===== config.mk =====
export PLATFORM = sky130hd
export DESIGN_NAME = dp_alu_flags
export DESIGN_NICKNAME = d
export VERILOG_FILES = /design/src/rtl/dp_alu_pkg.sv /design/src/rtl/dp_logic_unit.sv /design/src/rtl/dp_addsub_unit.sv /design/src/rtl/dp_flag_gen.sv /design/src/rtl/dp_alu_flags.sv
export SDC_FILE = /design/constraint.sdc
export NUM_CORES = 1
export LEC_CHECK = 0
export ABC_AREA = 1
export BUFFER_PORTS_ARGS = -buffer_cell sky130_fd_sc_hd__buf_2
export CORE_MARGIN = 1
export CORE_UTILIZATION = 64
export DETAILED_ROUTE_END_ITERATION = 7
export PLACE_DENSITY = 0.95
export SLEW_MARGIN = 10
export SYNTH_ARGS = -nofsm -noshare
export SYNTH_HDL_FRONTEND = slang
export SYNTH_SLANG_ARGS = --single-unit

===== constraint.sdc =====
create_clock -name clk -period 1.7 [get_ports clk]
set_input_delay 0 -clock clk [delete_from_list [all_inputs] [get_ports clk]]
set_output_delay 0 -clock clk [all_outputs]
set_load 0.1 [all_outputs]

===== src/rtl/dp_alu_pkg.sv =====
package dp_alu_pkg;
  typedef enum logic [3:0] {
    OP_AND = 4'd0,  OP_XOR = 4'd1,  OP_SUB = 4'd2,  OP_RSB = 4'd3,
    OP_ADD = 4'd4,  OP_ADC = 4'd5,  OP_SBC = 4'd6,  OP_RSC = 4'd7,
    OP_TST = 4'd8,  OP_TEQ = 4'd9,  OP_CMP = 4'd10, OP_CMN = 4'd11,
    OP_ORR = 4'd12, OP_MOV = 4'd13, OP_BIC = 4'd14, OP_MVN = 4'd15
  } alu_op_e;

  typedef struct packed {
    logic n;
    logic z;
    logic c;
    logic v;
  } alu_flags_t;

  function automatic logic op_is_arith(alu_op_e o);
    return (o inside {OP_SUB, OP_RSB, OP_ADD, OP_ADC, OP_SBC, OP_RSC, OP_CMP, OP_CMN});
  endfunction

  function automatic logic op_is_flag_only(alu_op_e o);
    return (o inside {OP_TST, OP_TEQ, OP_CMP, OP_CMN});
  endfunction
endpackage


===== src/rtl/dp_logic_unit.sv =====
module dp_logic_unit
  import dp_alu_pkg::*;
#(
  parameter int WIDTH = 32
) (
  input  alu_op_e            op,
  input  logic [WIDTH-1:0]   a,
  input  logic [WIDTH-1:0]   b,
  output logic [WIDTH-1:0]   y
);
  always_comb begin
    unique case (op)
      OP_AND, OP_TST: y = a & b;
      OP_XOR, OP_TEQ: y = a ^ b;
      OP_ORR:         y = a | b;
      OP_MOV:         y = b;
      OP_BIC:         y = a & ~b;
      OP_MVN:         y = ~b;
      default:        y = '0;
    endcase
  end
endmodule


===== src/rtl/dp_addsub_unit.sv =====
module dp_addsub_unit
  import dp_alu_pkg::*;
#(
  parameter int WIDTH = 32
) (
  input  alu_op_e            op,
  input  logic [WIDTH-1:0]   a,
  input  logic [WIDTH-1:0]   b,
  input  logic               cin,
  output logic [WIDTH-1:0]   sum,
  output logic               cout,
  output logic               ovf
);
  localparam int MSB = WIDTH - 1;

  logic [WIDTH-1:0] x_op;
  logic [WIDTH-1:0] y_op;
  logic             c0;
  logic [WIDTH:0]   wide;

  // Every form reduces to x + y + c0; subtraction inverts the subtrahend.
  always_comb begin
    unique case (op)
      OP_SUB, OP_CMP: begin x_op = a; y_op = ~b; c0 = 1'b1; end
      OP_RSB:         begin x_op = b; y_op = ~a; c0 = 1'b1; end
      OP_ADC:         begin x_op = a; y_op = b;  c0 = cin;  end
      OP_SBC:         begin x_op = a; y_op = ~b; c0 = cin;  end
      OP_RSC:         begin x_op = b; y_op = ~a; c0 = cin;  end
      default:        begin x_op = a; y_op = b;  c0 = 1'b0; end
    endcase
  end

  assign wide = {1'b0, x_op} + {1'b0, y_op} + {{WIDTH{1'b0}}, c0};
  assign sum  = wide[MSB:0];
  assign cout = wide[WIDTH];
  assign ovf  = (x_op[MSB] == y_op[MSB]) && (sum[MSB] != x_op[MSB]);
endmodule


===== src/rtl/dp_flag_gen.sv =====
module dp_flag_gen
  import dp_alu_pkg::*;
#(
  parameter int WIDTH = 32
) (
  input  logic               arith,
  input  logic [WIDTH-1:0]   y,
  input  logic               add_cout,
  input  logic               add_ovf,
  input  logic               shift_c,
  input  alu_flags_t         cur,
  output alu_flags_t         nxt
);
  always_comb begin
    nxt.n = y[WIDTH-1];
    nxt.z = (y == '0);
    nxt.c = arith ? add_cout : shift_c;
    nxt.v = arith ? add_ovf  : cur.v;
  end
endmodule


===== src/rtl/dp_alu_flags.sv =====
module dp_alu_flags
  import dp_alu_pkg::*;
#(
  parameter int WIDTH   = 32,
  parameter int NFLAGS  = 4,
  parameter int C_INDEX = 1
) (
  input  logic               clk,
  input  logic               rst_n,
  input  logic               issue,
  input  logic [3:0]         op,
  input  logic [WIDTH-1:0]   opa,
  input  logic [WIDTH-1:0]   opb,
  input  logic [NFLAGS-1:0]  flags_in,
  input  logic               shift_carry,
  input  logic               set_flags,
  output logic [WIDTH-1:0]   res,
  output logic               res_we,
  output logic [NFLAGS-1:0]  flags_out
);
  alu_op_e          op_e;
  logic [WIDTH-1:0] logic_y;
  logic [WIDTH-1:0] arith_y;
  logic             arith_c;
  logic             arith_v;
  logic             is_arith;
  logic [WIDTH-1:0] y_sel;
  alu_flags_t       cur_f;
  alu_flags_t       calc_f;

  logic [WIDTH-1:0]  res_d,   res_q;
  logic              we_d,    we_q;
  logic [NFLAGS-1:0] flags_d, flags_q;

  assign op_e     = alu_op_e'(op);
  assign cur_f    = alu_flags_t'(flags_in);
  assign is_arith = op_is_arith(op_e);

  dp_logic_unit #(.WIDTH(WIDTH)) u_logic (
    .op (op_e), .a (opa), .b (opb), .y (logic_y)
  );

  dp_addsub_unit #(.WIDTH(WIDTH)) u_addsub (
    .op (op_e), .a (opa), .b (opb), .cin (flags_in[C_INDEX]),
    .sum (arith_y), .cout (arith_c), .ovf (arith_v)
  );

  assign y_sel = is_arith ? arith_y : logic_y;

  dp_flag_gen #(.WIDTH(WIDTH)) u_flags (
    .arith (is_arith), .y (y_sel), .add_cout (arith_c), .add_ovf (arith_v),
    .shift_c (shift_carry), .cur (cur_f), .nxt (calc_f)
  );

  // Next-state logic with explicit clock enable.
  always_comb begin
    res_d   = res_q;
    flags_d = flags_q;
    we_d    = 1'b0;
    if (issue) begin
      res_d   = y_sel;
      we_d    = !op_is_flag_only(op_e);
      flags_d = set_flags ? NFLAGS'(calc_f) : flags_in;
    end
  end

  always_ff @(posedge clk or negedge rst_n) begin
    if (!rst_n) begin
      res_q   <= '0;
      we_q    <= 1'b0;
      flags_q <= '0;
    end else begin
      res_q   <= res_d;
      we_q    <= we_d;
      flags_q <= flags_d;
    end
  end

  assign res       = res_q;
  assign res_we    = we_q;
  assign flags_out = flags_q;
endmodule


==> impl_results.md, run 1 <==
- Sink Count: 37
- Post-synthesis adder-cell area fraction: 0.119
- # Post-CTS Setup Buffers: 69
- Post-Place Cell Area: 9470 um^2
- Error msg: [ERROR DPL-0038] Utilization greater than 100%, impossible to legalize
- Syn nets: 1,414
- EDFF count, synth: 0
- Simple-gate share of the synthesized area: 0.409
- Top_reg_cell synth: dfrtp_1
- Port bufs: 113
- # resized after CTS: 335
- Register bit total from synthesis: 37
- XOR/XNOR Fraction of Synth Area: 0.0113
- H-tree level count: 2
- Final HPWL DP: 27.8 mm
- Largest cells by area after synthesis: nand2_1 (25%), dfrtp_1 (13%), ha_1 (11%), inv_1 (10%), o21ai_0 (6.2%)
- Share of the synthesized area in the top cell type: 0.251
- Asr flop ratio synth: 1.00
- Routability congestion estimate: 1.14
- Distinct cells, synth: 41
- Hold bufs inserted after CTS: 1
- Die Ht: 106 um
- Seq/Total Area, Yosys: 0.132
- Cell taking the most area after synthesis: nand2_1
- Stopping stage: 4_1_cts
- Post-synthesis mux area share: 0
- Main combinational cell family by area after synthesis: simple AND/OR/NAND/NOR gates
- Die X: 106 um
- Synth warnings: 0
- Mapped Area: 6990 um^2
- Compound-Gate Fraction of Synth Area: 0.193
- Worst-case clock buffer depth: 2
- Rows: 37
- Mean Syn Cell Area: 5.49 um^2
- Outcome: aborted with a tool error
- CTS Buf Count: 5
- Mapped Cells: 1,272
- Clock Tree Root: clkbuf_8
- IO Pins: 114
- Starting Density: 0.668
metrics by stage:
stage / worst slack, ns / instances / hold slack, ns
after global placement: -1.32 / 1703 / 0.109
after floorplan: -0.774 / 1272 / -0.296
after detailed placement: -1.74 / 1703 / 0.126
Yosys cell counts, types with 2 or more instances:
master and number:
nor3_1 9, o21a_1 3, nand2_1 467, inv_1 192, inv_4 3, ha_1 63, clkbuf_1 22, nand2_4 2
nand2_2 2, nor2_1 103, o21bai_1 2, nand3b_1 9, a31oi_1 10, fa_1 2, nand3_1 75, o21ai_1 6
buf_2 13, a21oi_1 62, o211ai_1 3, buf_1 4, dfrtp_1 37, o221ai_1 37, nor2_2 3, o22ai_1 2
a211oi_1 3, nand4_1 20, and2_1 2, buf_6 3, o2111ai_1 7, o21ai_0 86, xor2_1 9, o41ai_1 2
kinds of logic after synthesis:
logic type                 Yosys count
adders and majority gates           65
AOI/OAI and AO/OA                  225
xor gates and xnor gates             9
buffers and inverters              239
DFF                                 37
and+or+nand+nor                    697
==> run 2: changes to the inputs <==
--- a/config.mk
+++ b/config.mk
@@ -8,9 +8,9 @@
 export ABC_AREA = 1
 export BUFFER_PORTS_ARGS = -buffer_cell sky130_fd_sc_hd__buf_2
 export CORE_MARGIN = 1
-export CORE_UTILIZATION = 64
+export CORE_UTILIZATION = 40
 export DETAILED_ROUTE_END_ITERATION = 7
-export PLACE_DENSITY = 0.95
+export PLACE_DENSITY_LB_ADDON = 0.15
 export SLEW_MARGIN = 10
 export SYNTH_ARGS = -nofsm -noshare
 export SYNTH_HDL_FRONTEND = slang
==> run 2 against run 1 <==
  * The flow now finishes, with violations (design-rule violations, negative setup slack)
  * Area after synthesis unchanged
  * Synthesized cell count unchanged
==> impl_results.md, run 2 <==
- Syn nets: 1,414 (unchanged)
- Top_reg_cell synth: dfrtp_1 (unchanged)
- Share of the synthesized area in the top cell type: 0.251 (unchanged)
- Worst-case clock buffer depth: 2 (unchanged)
- Hold WC Path Type: primary input to flop
- Reg2reg end: res[17]
- Share of post-route cells with drive strength above 1: 0.506
- Seq/Total Area, Yosys: 0.132 (unchanged)
- Crit Path Class: primary input to flop
- Vias per cell: 6.06
- EDFF count, synth: 0 (unchanged)
- Pwr/cell area: 740 nW/um^2
- Reg2reg setup slack: 1.02 ns
- Commonest non-fill, non-tap cell in the layout: nand2_1
- P&R area growth vs syn: 89.3%
- R2r worst-path depth: 2
- FMAX: 347 MHz
- Initial antenna violation count: 2
- Synth warnings: 0 (unchanged)
- Fillers: 1,067
- Die ar.: 18,000 um^2
- First-pass GRT wire length: 53.6 mm
- Tcrit/Tclk final: 1.70
- Die X: 134 um (was 106 um)
- Fin worst setup slack: -1.19 ns
- Placed insts: 1,844 (was 1,703)
- Register bit total from synthesis: 37 (unchanged)
- Top-count cell post-synth: nand2_1 (unchanged)
- Worst Skew: 0 ns
- GRT Util Overall: 0.382
- Core area: 16,800 um^2
- Skew-Pair Late Insertion Delay: 0.27 ns
- Crit Reg-Reg Startpoint: res[17]
- Final ANT Viol Nets: 0
- Layout net count: 1,866
- Max cap viols: 0
- Number of DRC markers in iteration 0: 1,720
- Outcome: finished, violations left (was aborted with a tool error)
- Normalized max-slew margin: 0.511
- Vias: 11,800
- Wire length per cell: 21.0 um
- Final cell count without fillers: 1,945
- Largest net degree at the start of global routing: 52
- Distinct cells, synth: 41 (unchanged)
- CTS clk-pin slew, worst paths: 0.05 ns
- Top cells by count, synth: nand2_1 (467), inv_1 (192), nor2_1 (103) (unchanged)
- Violated checks: design-rule violations, negative setup slack
- Slew Limit Fails: 0
- Routability congestion estimate: 0.981 (was 1.14)
- IO Pins: 114 (unchanged)
- CP Launch Type: primary input
- Number of flip-flops in the largest register: 32
- Final HPWL DP: 24.5 mm (was 27.8 mm)
- Starting Density: 0.415 (was 0.668)
- First-pass DRT Iterations: 8
- Final min period: 2.89 ns
- Rows: 47 (was 37)
- H-tree level count: 2 (unchanged)
- Mean Syn Cell Area: 5.49 um^2 (unchanged)
- Leading cell types in the layout, fill and taps excluded: nand2_1 (347), buf_4 (303), inv_1 (165)
- Worst Setup SP: op[1]
- Number of antenna diodes: 0
- WP data required: 1.91 ns
- CTS Buf Count: 5 (unchanged)
- CP Capture Type: flop
- Fin. Hold Viols: 0
- Mapped Area: 6990 um^2 (unchanged)
- Power Total: 9790 uW
- Sink Count: 37 (unchanged)
- Die Ht: 134 um (was 106 um)
- TritonCTS clock tree: done
- Cell taking the most area after synthesis: nand2_1 (unchanged)
- Mapped Cells: 1,272 (unchanged)
- Largest cells by area after synthesis: nand2_1 (25%), dfrtp_1 (13%), ha_1 (11%), inv_1 (10%), o21ai_0 (6.2%) (unchanged)
- DRT Wirelength: 40.9 mm
- Gr ovfl total: 0
- Clock Tree Root: clkbuf_16 (was clkbuf_8)
- Critical Path AT: 3.09 ns
- RSZ-0062 raised after global routing: true
- Hold WS: 0.0189 ns
- Leak: 0.00672 uW
- Drt drc: 32
- Worst-margin pin slew: 0.733 ns
- Critical path destination: flags_out[2]
- Port bufs: 113 (unchanged)
- Number of global-route vias before repair: 10,400
- Asr flop ratio synth: 1.00 (unchanged)
- VDD IR-drop max: 1200 uV
- Pre-CTS WS: -1.46 ns (was -1.74 ns)
- CP max FO: 8
- # setup viols final: 35
[run 2: cell counts after synthesis]
Identical to the previous run, type by type.
[run 2: report_power, final]
group,switching (uW),internal (uW),leakage (uW)
registers,85.4,1050,0.000446
logic,4710,2890,0.00619
clock network,319,731,0.0000841
total,5120,4670,0.00672
[run 2: area by class of cell]
cell class | count | area (um^2) | area share
Inverter | 196 | 768 | 0.0581
Clock inverter | 1 | 30.0 | 0.00227
Clock buffer | 7 | 143 | 0.0108
Timing Repair Buffer | 488 | 3910 | 0.296
Multi-Input combinational cell | 996 | 7170 | 0.542
Tap cell | 220 | 275 | 0.0208
Sequential cell | 37 | 926 | 0.0700
[run 2: worst max-delay path: stages]
cell and delay [ns]:
buf_8 0.09, nand2_4 0.06, nor2_4 0.20, buf_12 0.16, buf_12 0.14, buf_6 0.14
nand2_1 0.09, o21ai_2 0.10, ha_4 0.26, nand2_4 0.12, inv_1 0.08, nand2_1 0.13
nand2_1 0.13, inv_1 0.12, nand2_1 0.21, nand2_1 0.18, nand3_1 0.08, nand2_1 0.07
nand2_1 0.07, a21oi_2 0.16, nand2_1 0.08, nor2_2 0.10, nand3_2 0.09, nor2_2 0.11
nor2_1 0.04, nor2_1 0.07
[run 2: what timing repair did]
| action | in CTS | in global routing |
|---|---|---|
| buffers inserted | 75 | 21 |
| resized for setup | 382 | 166 |
| endpoints found under the setup margin | 35 | 36 |
| hold buffers | 1 | 0 |
| pin swaps | 146 | 72 |
| gates cloned | 3 | 1 |
| hold endpoints to repair | 24 | 0 |
[run 2: routing by layer]
layer  GRT usage  routed length (um)
met4       0.193                3310
met1       0.486               15300
met5           0                   0
met3      0.0835                4740
met2       0.609               17600
[run 2: per-stage QoR]
| stage | utilization | setup TNS [ns] | cell area (um^2) |
|---|---|---|---|
| 2_1_floorplan | - | -14.12 | 7210 |
| 3_3_place_gp | 0.597 | -32.65 | 10000 |
| 3_5_place_dp | 0.597 | -33.72 | 10000 |
| 4_1_cts | 0.739 | -19.06 | 12400 |
| 5_1_grt | 0.787 | -28.59 | 13200 |
| 6_report | 0.787 | -25.92 | 13200 |
[run 2: kinds of logic (layout without fill, tap and decap cells)]
family                     count (synthesis)  in the layout  synth area share
DFF                                       37             37             0.132
adders and majority gates                 65             65             0.119
xor gates and xnor gates                   9              9            0.0113
buffers and inverters                    239            692             0.136
and+or+nand+nor                          697            697             0.409
AOI/OAI and AO/OA                        225            225             0.193
[run 2: worst min path at each step]
| stage | start | end | slack, ns | depth (start not counted) |
|---|---|---|---|---|
| 2_1_floorplan | rst_n | flags_out[0] | -0.30 | 0 |
| 3_3_place_gp | rst_n | res[2] | 0.02 | 1 |
| 3_5_place_dp | rst_n | res[2] | 0.02 | 1 |
| 4_1_cts | flags_in[0] | flags_out[0] | 0.02 | 3 |
| 5_1_grt | flags_in[3] | flags_out[3] | 0.05 | 3 |
| 6_report | flags_in[0] | flags_out[0] | 0.02 | 3 |
Power figures use the tool's default switching activity.
==> run 3: changes to the inputs <==
--- a/config.mk
+++ b/config.mk
@@ -8,7 +8,7 @@
 export ABC_AREA = 1
 export BUFFER_PORTS_ARGS = -buffer_cell sky130_fd_sc_hd__buf_2
 export CORE_MARGIN = 1
-export CORE_UTILIZATION = 40
+export CORE_UTILIZATION = 45
 export DETAILED_ROUTE_END_ITERATION = 7
 export PLACE_DENSITY_LB_ADDON = 0.15
 export SLEW_MARGIN = 10
==> constraint.sdc (replaced) <==
create_clock -name clk -period 2.89 [get_ports clk]
set_input_delay 0 -clock clk [delete_from_list [all_inputs] [get_ports clk]]
set_output_delay 0 -clock clk [all_outputs]
set_load 0.1 [all_outputs]
==> run 3 against run 2 <==
  * The flow now finishes without violations
  * Clock power is 51% lower
  * Clock skew stayed put
  * Largest power group unchanged
  * Sequential share of layout area is 2.9 points higher
  * Power is 57% lower
  * First-iteration DRC count is 37% lower
  * Routed wire length is 33% lower
==> impl_results.md, run 3 (synthesis gave the netlist of run 2 again) <==
- Outcome: finished, final reports clean (was finished, violations left)
- H-tree level count: 2 (unchanged)
- VDD IR-drop max: 433 uV (was 1200 uV)
- Tcrit/Tclk final: 0.958
- Final HPWL DP: 21.4 mm (was 24.5 mm)
- IO Pins: 114 (unchanged)
- Fin. Hold Viols: 0 (unchanged)
- CTS Buf Count: 5 (unchanged)
- Starting Density: 0.460 (was 0.415)
- Rows: 45 (was 47)
- Slew Limit Fails: 0 (unchanged)
- Power Total: 4170 uW (was 9790 uW)
- GRT Util Overall: 0.328 (was 0.382)
- Skew-Pair Late Insertion Delay: 0.28 ns (was 0.27 ns)
- First-pass DRT Iterations: 6 (was 8)
- Vias: 9,316 (was 11,800)
- Final ANT Viol Nets: 0 (unchanged)
- Pwr/cell area: 446 nW/um^2 (was 740 nW/um^2)
- CP Launch Type: primary input (unchanged)
- Largest net degree at the start of global routing: 38 (was 52)
- Gr ovfl total: 0 (unchanged)
- DRT Wirelength: 27.4 mm (was 40.9 mm)
- P&R area growth vs syn: 33.7% (was 89.3%)
- Number of antenna diodes: 0 (unchanged)
- Number of DRC markers in iteration 0: 1,082 (was 1,720)
- Normalized max-slew margin: 0.455 (was 0.511)
- Core area: 15,200 um^2 (was 16,800 um^2)
- Critical Path AT: 2.98 ns (was 3.09 ns)
- Crit Path Class: primary input to flop (unchanged)
- FMAX: 361 MHz
- Die X: 127 um (was 134 um)
- Fillers: 1,472 (was 1,067)
- Vias per cell: 5.53 (was 6.06)
- First-pass GRT wire length: 41.7 mm (was 53.6 mm)
- Routability congestion estimate: 1.00 (was 0.981)
- Leak: 0.00506 uW (was 0.00672 uW)
- Commonest non-fill, non-tap cell in the layout: nand2_1 (unchanged)
- Die Ht: 127 um (was 134 um)
- Worst-case clock buffer depth: 2 (unchanged)
- Worst Skew: 0 ns (unchanged)
- Hold WC Path Type: primary input to flop (unchanged)
- CP max FO: 5 (was 8)
- Number of global-route vias before repair: 8,052 (was 10,400)
- WP data required: 3.10 ns (was 1.91 ns)
- Final min period: 2.77 ns
- Clock Tree Root: clkbuf_16 (unchanged)
- Max cap viols: 0 (unchanged)
- Port bufs: 113 (unchanged)
- Sink Count: 37 (unchanged)
- CP Capture Type: flop (unchanged)
- CTS clk-pin slew, worst paths: 0.06 ns (was 0.05 ns)
- # setup viols final: 0 (was 35)
- Leading cell types in the layout, fill and taps excluded: nand2_1 (434), inv_1 (185), buf_4 (131) (was nand2_1 (347), buf_4 (303), inv_1 (165))
- Layout net count: 1,637 (was 1,866)
- TritonCTS clock tree: done (unchanged)
- Worst-margin pin slew: 0.817 ns (was 0.733 ns)
- Initial antenna violation count: 1 (was 2)
- Multi-input logic area: 5470 um^2 (was 7170 um^2)
- Share of post-route cells with drive strength above 1: 0.253 (was 0.506)
- Number of flip-flops in the largest register: 32 (unchanged)
- Die ar.: 16,000 um^2 (was 18,000 um^2)
- Hold WS: 0.0241 ns (was 0.0189 ns)
- Register area: 926 um^2 (unchanged)
- Drt drc: 0 (was 32)
- Wire length per cell: 16.2 um (was 21.0 um)
[run 3: cell count changes in the layout (fill, tap and decap cells not counted), moves of 34 or more]
cell     previous run  this run
nand2_1           347       434
buf_6              48         3
o21ai_0            35        81
nand2_2            86        34
buf_4             303       131
nand2_4            37         3
[run 3: worst max-delay path, cell delays in order]
cell	delay [ns]
buf_2	0.13
nand2_2	0.09
nor2_4	0.26
nor2_4	0.07
clkinv_4	0.10
clkbuf_16	0.16
o221ai_1	0.16
ha_1	0.39
nand2_1	0.12
nor2_2	0.17
buf_4	0.14
nand2_1	0.07
nor3_1	0.14
nand2_1	0.15
nand2_1	0.10
nand2_1	0.05
nand3_1	0.13
nand2_1	0.10
nor2_2	0.13
nand3_1	0.09
nor2_1	0.11
nor2_1	0.05
nor2_1	0.08
[run 3: stage by stage]
stage / cell area (um^2) / util / setup TNS, ns / std cells / setup slack [ns]
floorplan: 6990 / - / 0 / 1272 / 0.0265
global placement: 8600 / 0.566 / -0.241 / 1654 / -0.220
detailed placement: 8600 / 0.566 / -0.408 / 1654 / -0.233
CTS: 8750 / 0.575 / 0 / 1663 / 0.0427
global route: 9350 / 0.615 / -0.0757 / 1684 / -0.0627
finish: 9350 / 0.615 / 0 / 1684 / 0.121
[run 3: area by class of cell]
class / count / share of cell area
clock buffer: 6 / 0.0138
clock inverter: 2 / 0.00107
inverter: 196 / 0.0803
multi-input combinational: 996 / 0.585
sequential: 37 / 0.0991
tap: 188 / 0.0252
timing repair buffer: 259 / 0.196
[run 3: worst paths after layout]
| path | from | end | slack [ns] | cells past startpoint |
|---|---|---|---|---|
| worst max-delay path | op[1] | flags_out[2] | 0.12 | 23 |
| min in group asynchronous | rst_n | res[3] | 0.35 | 2 |
| worst min register to register | res[8] | res[8] | 0.48 | 2 |
| max in group asynchronous | rst_n | res[25] | 2.02 | 2 |
| worst min-delay path | flags_in[0] | flags_out[0] | 0.02 | 3 |
| worst max register to register | res[15] | res[15] | 2.17 | 2 |
[run 3: what timing repair did]
action | CTS | global route
setup buffers | 0 | 18
gates resized for setup | 0 | 124
endpoints found under the setup margin | 0 | 12
hold buffers | 1 | 0
endpoints found under the hold margin | 37 | 0
[run 3: metal layers]
layer / vias up / global-route usage / routed length, um / share of wire
li1: 4587 / - / - / -
met1: 4182 / 0.475 / 12300 / 0.45
met2: 474 / 0.505 / 11600 / 0.43
met3: 71 / 0.0477 / 2670 / 0.098
met4: 2 / 0.0858 / 768 / 0.028
met5: - / 0 / 11 / 0.00040
[run 3: power breakdown]
group	switching (uW)	internal, uW	leakage [uW]
logic	2030	960	0.00454
clock network	195	316	0.0000706
registers	50.4	616	0.000446
total	2270	1890	0.00506
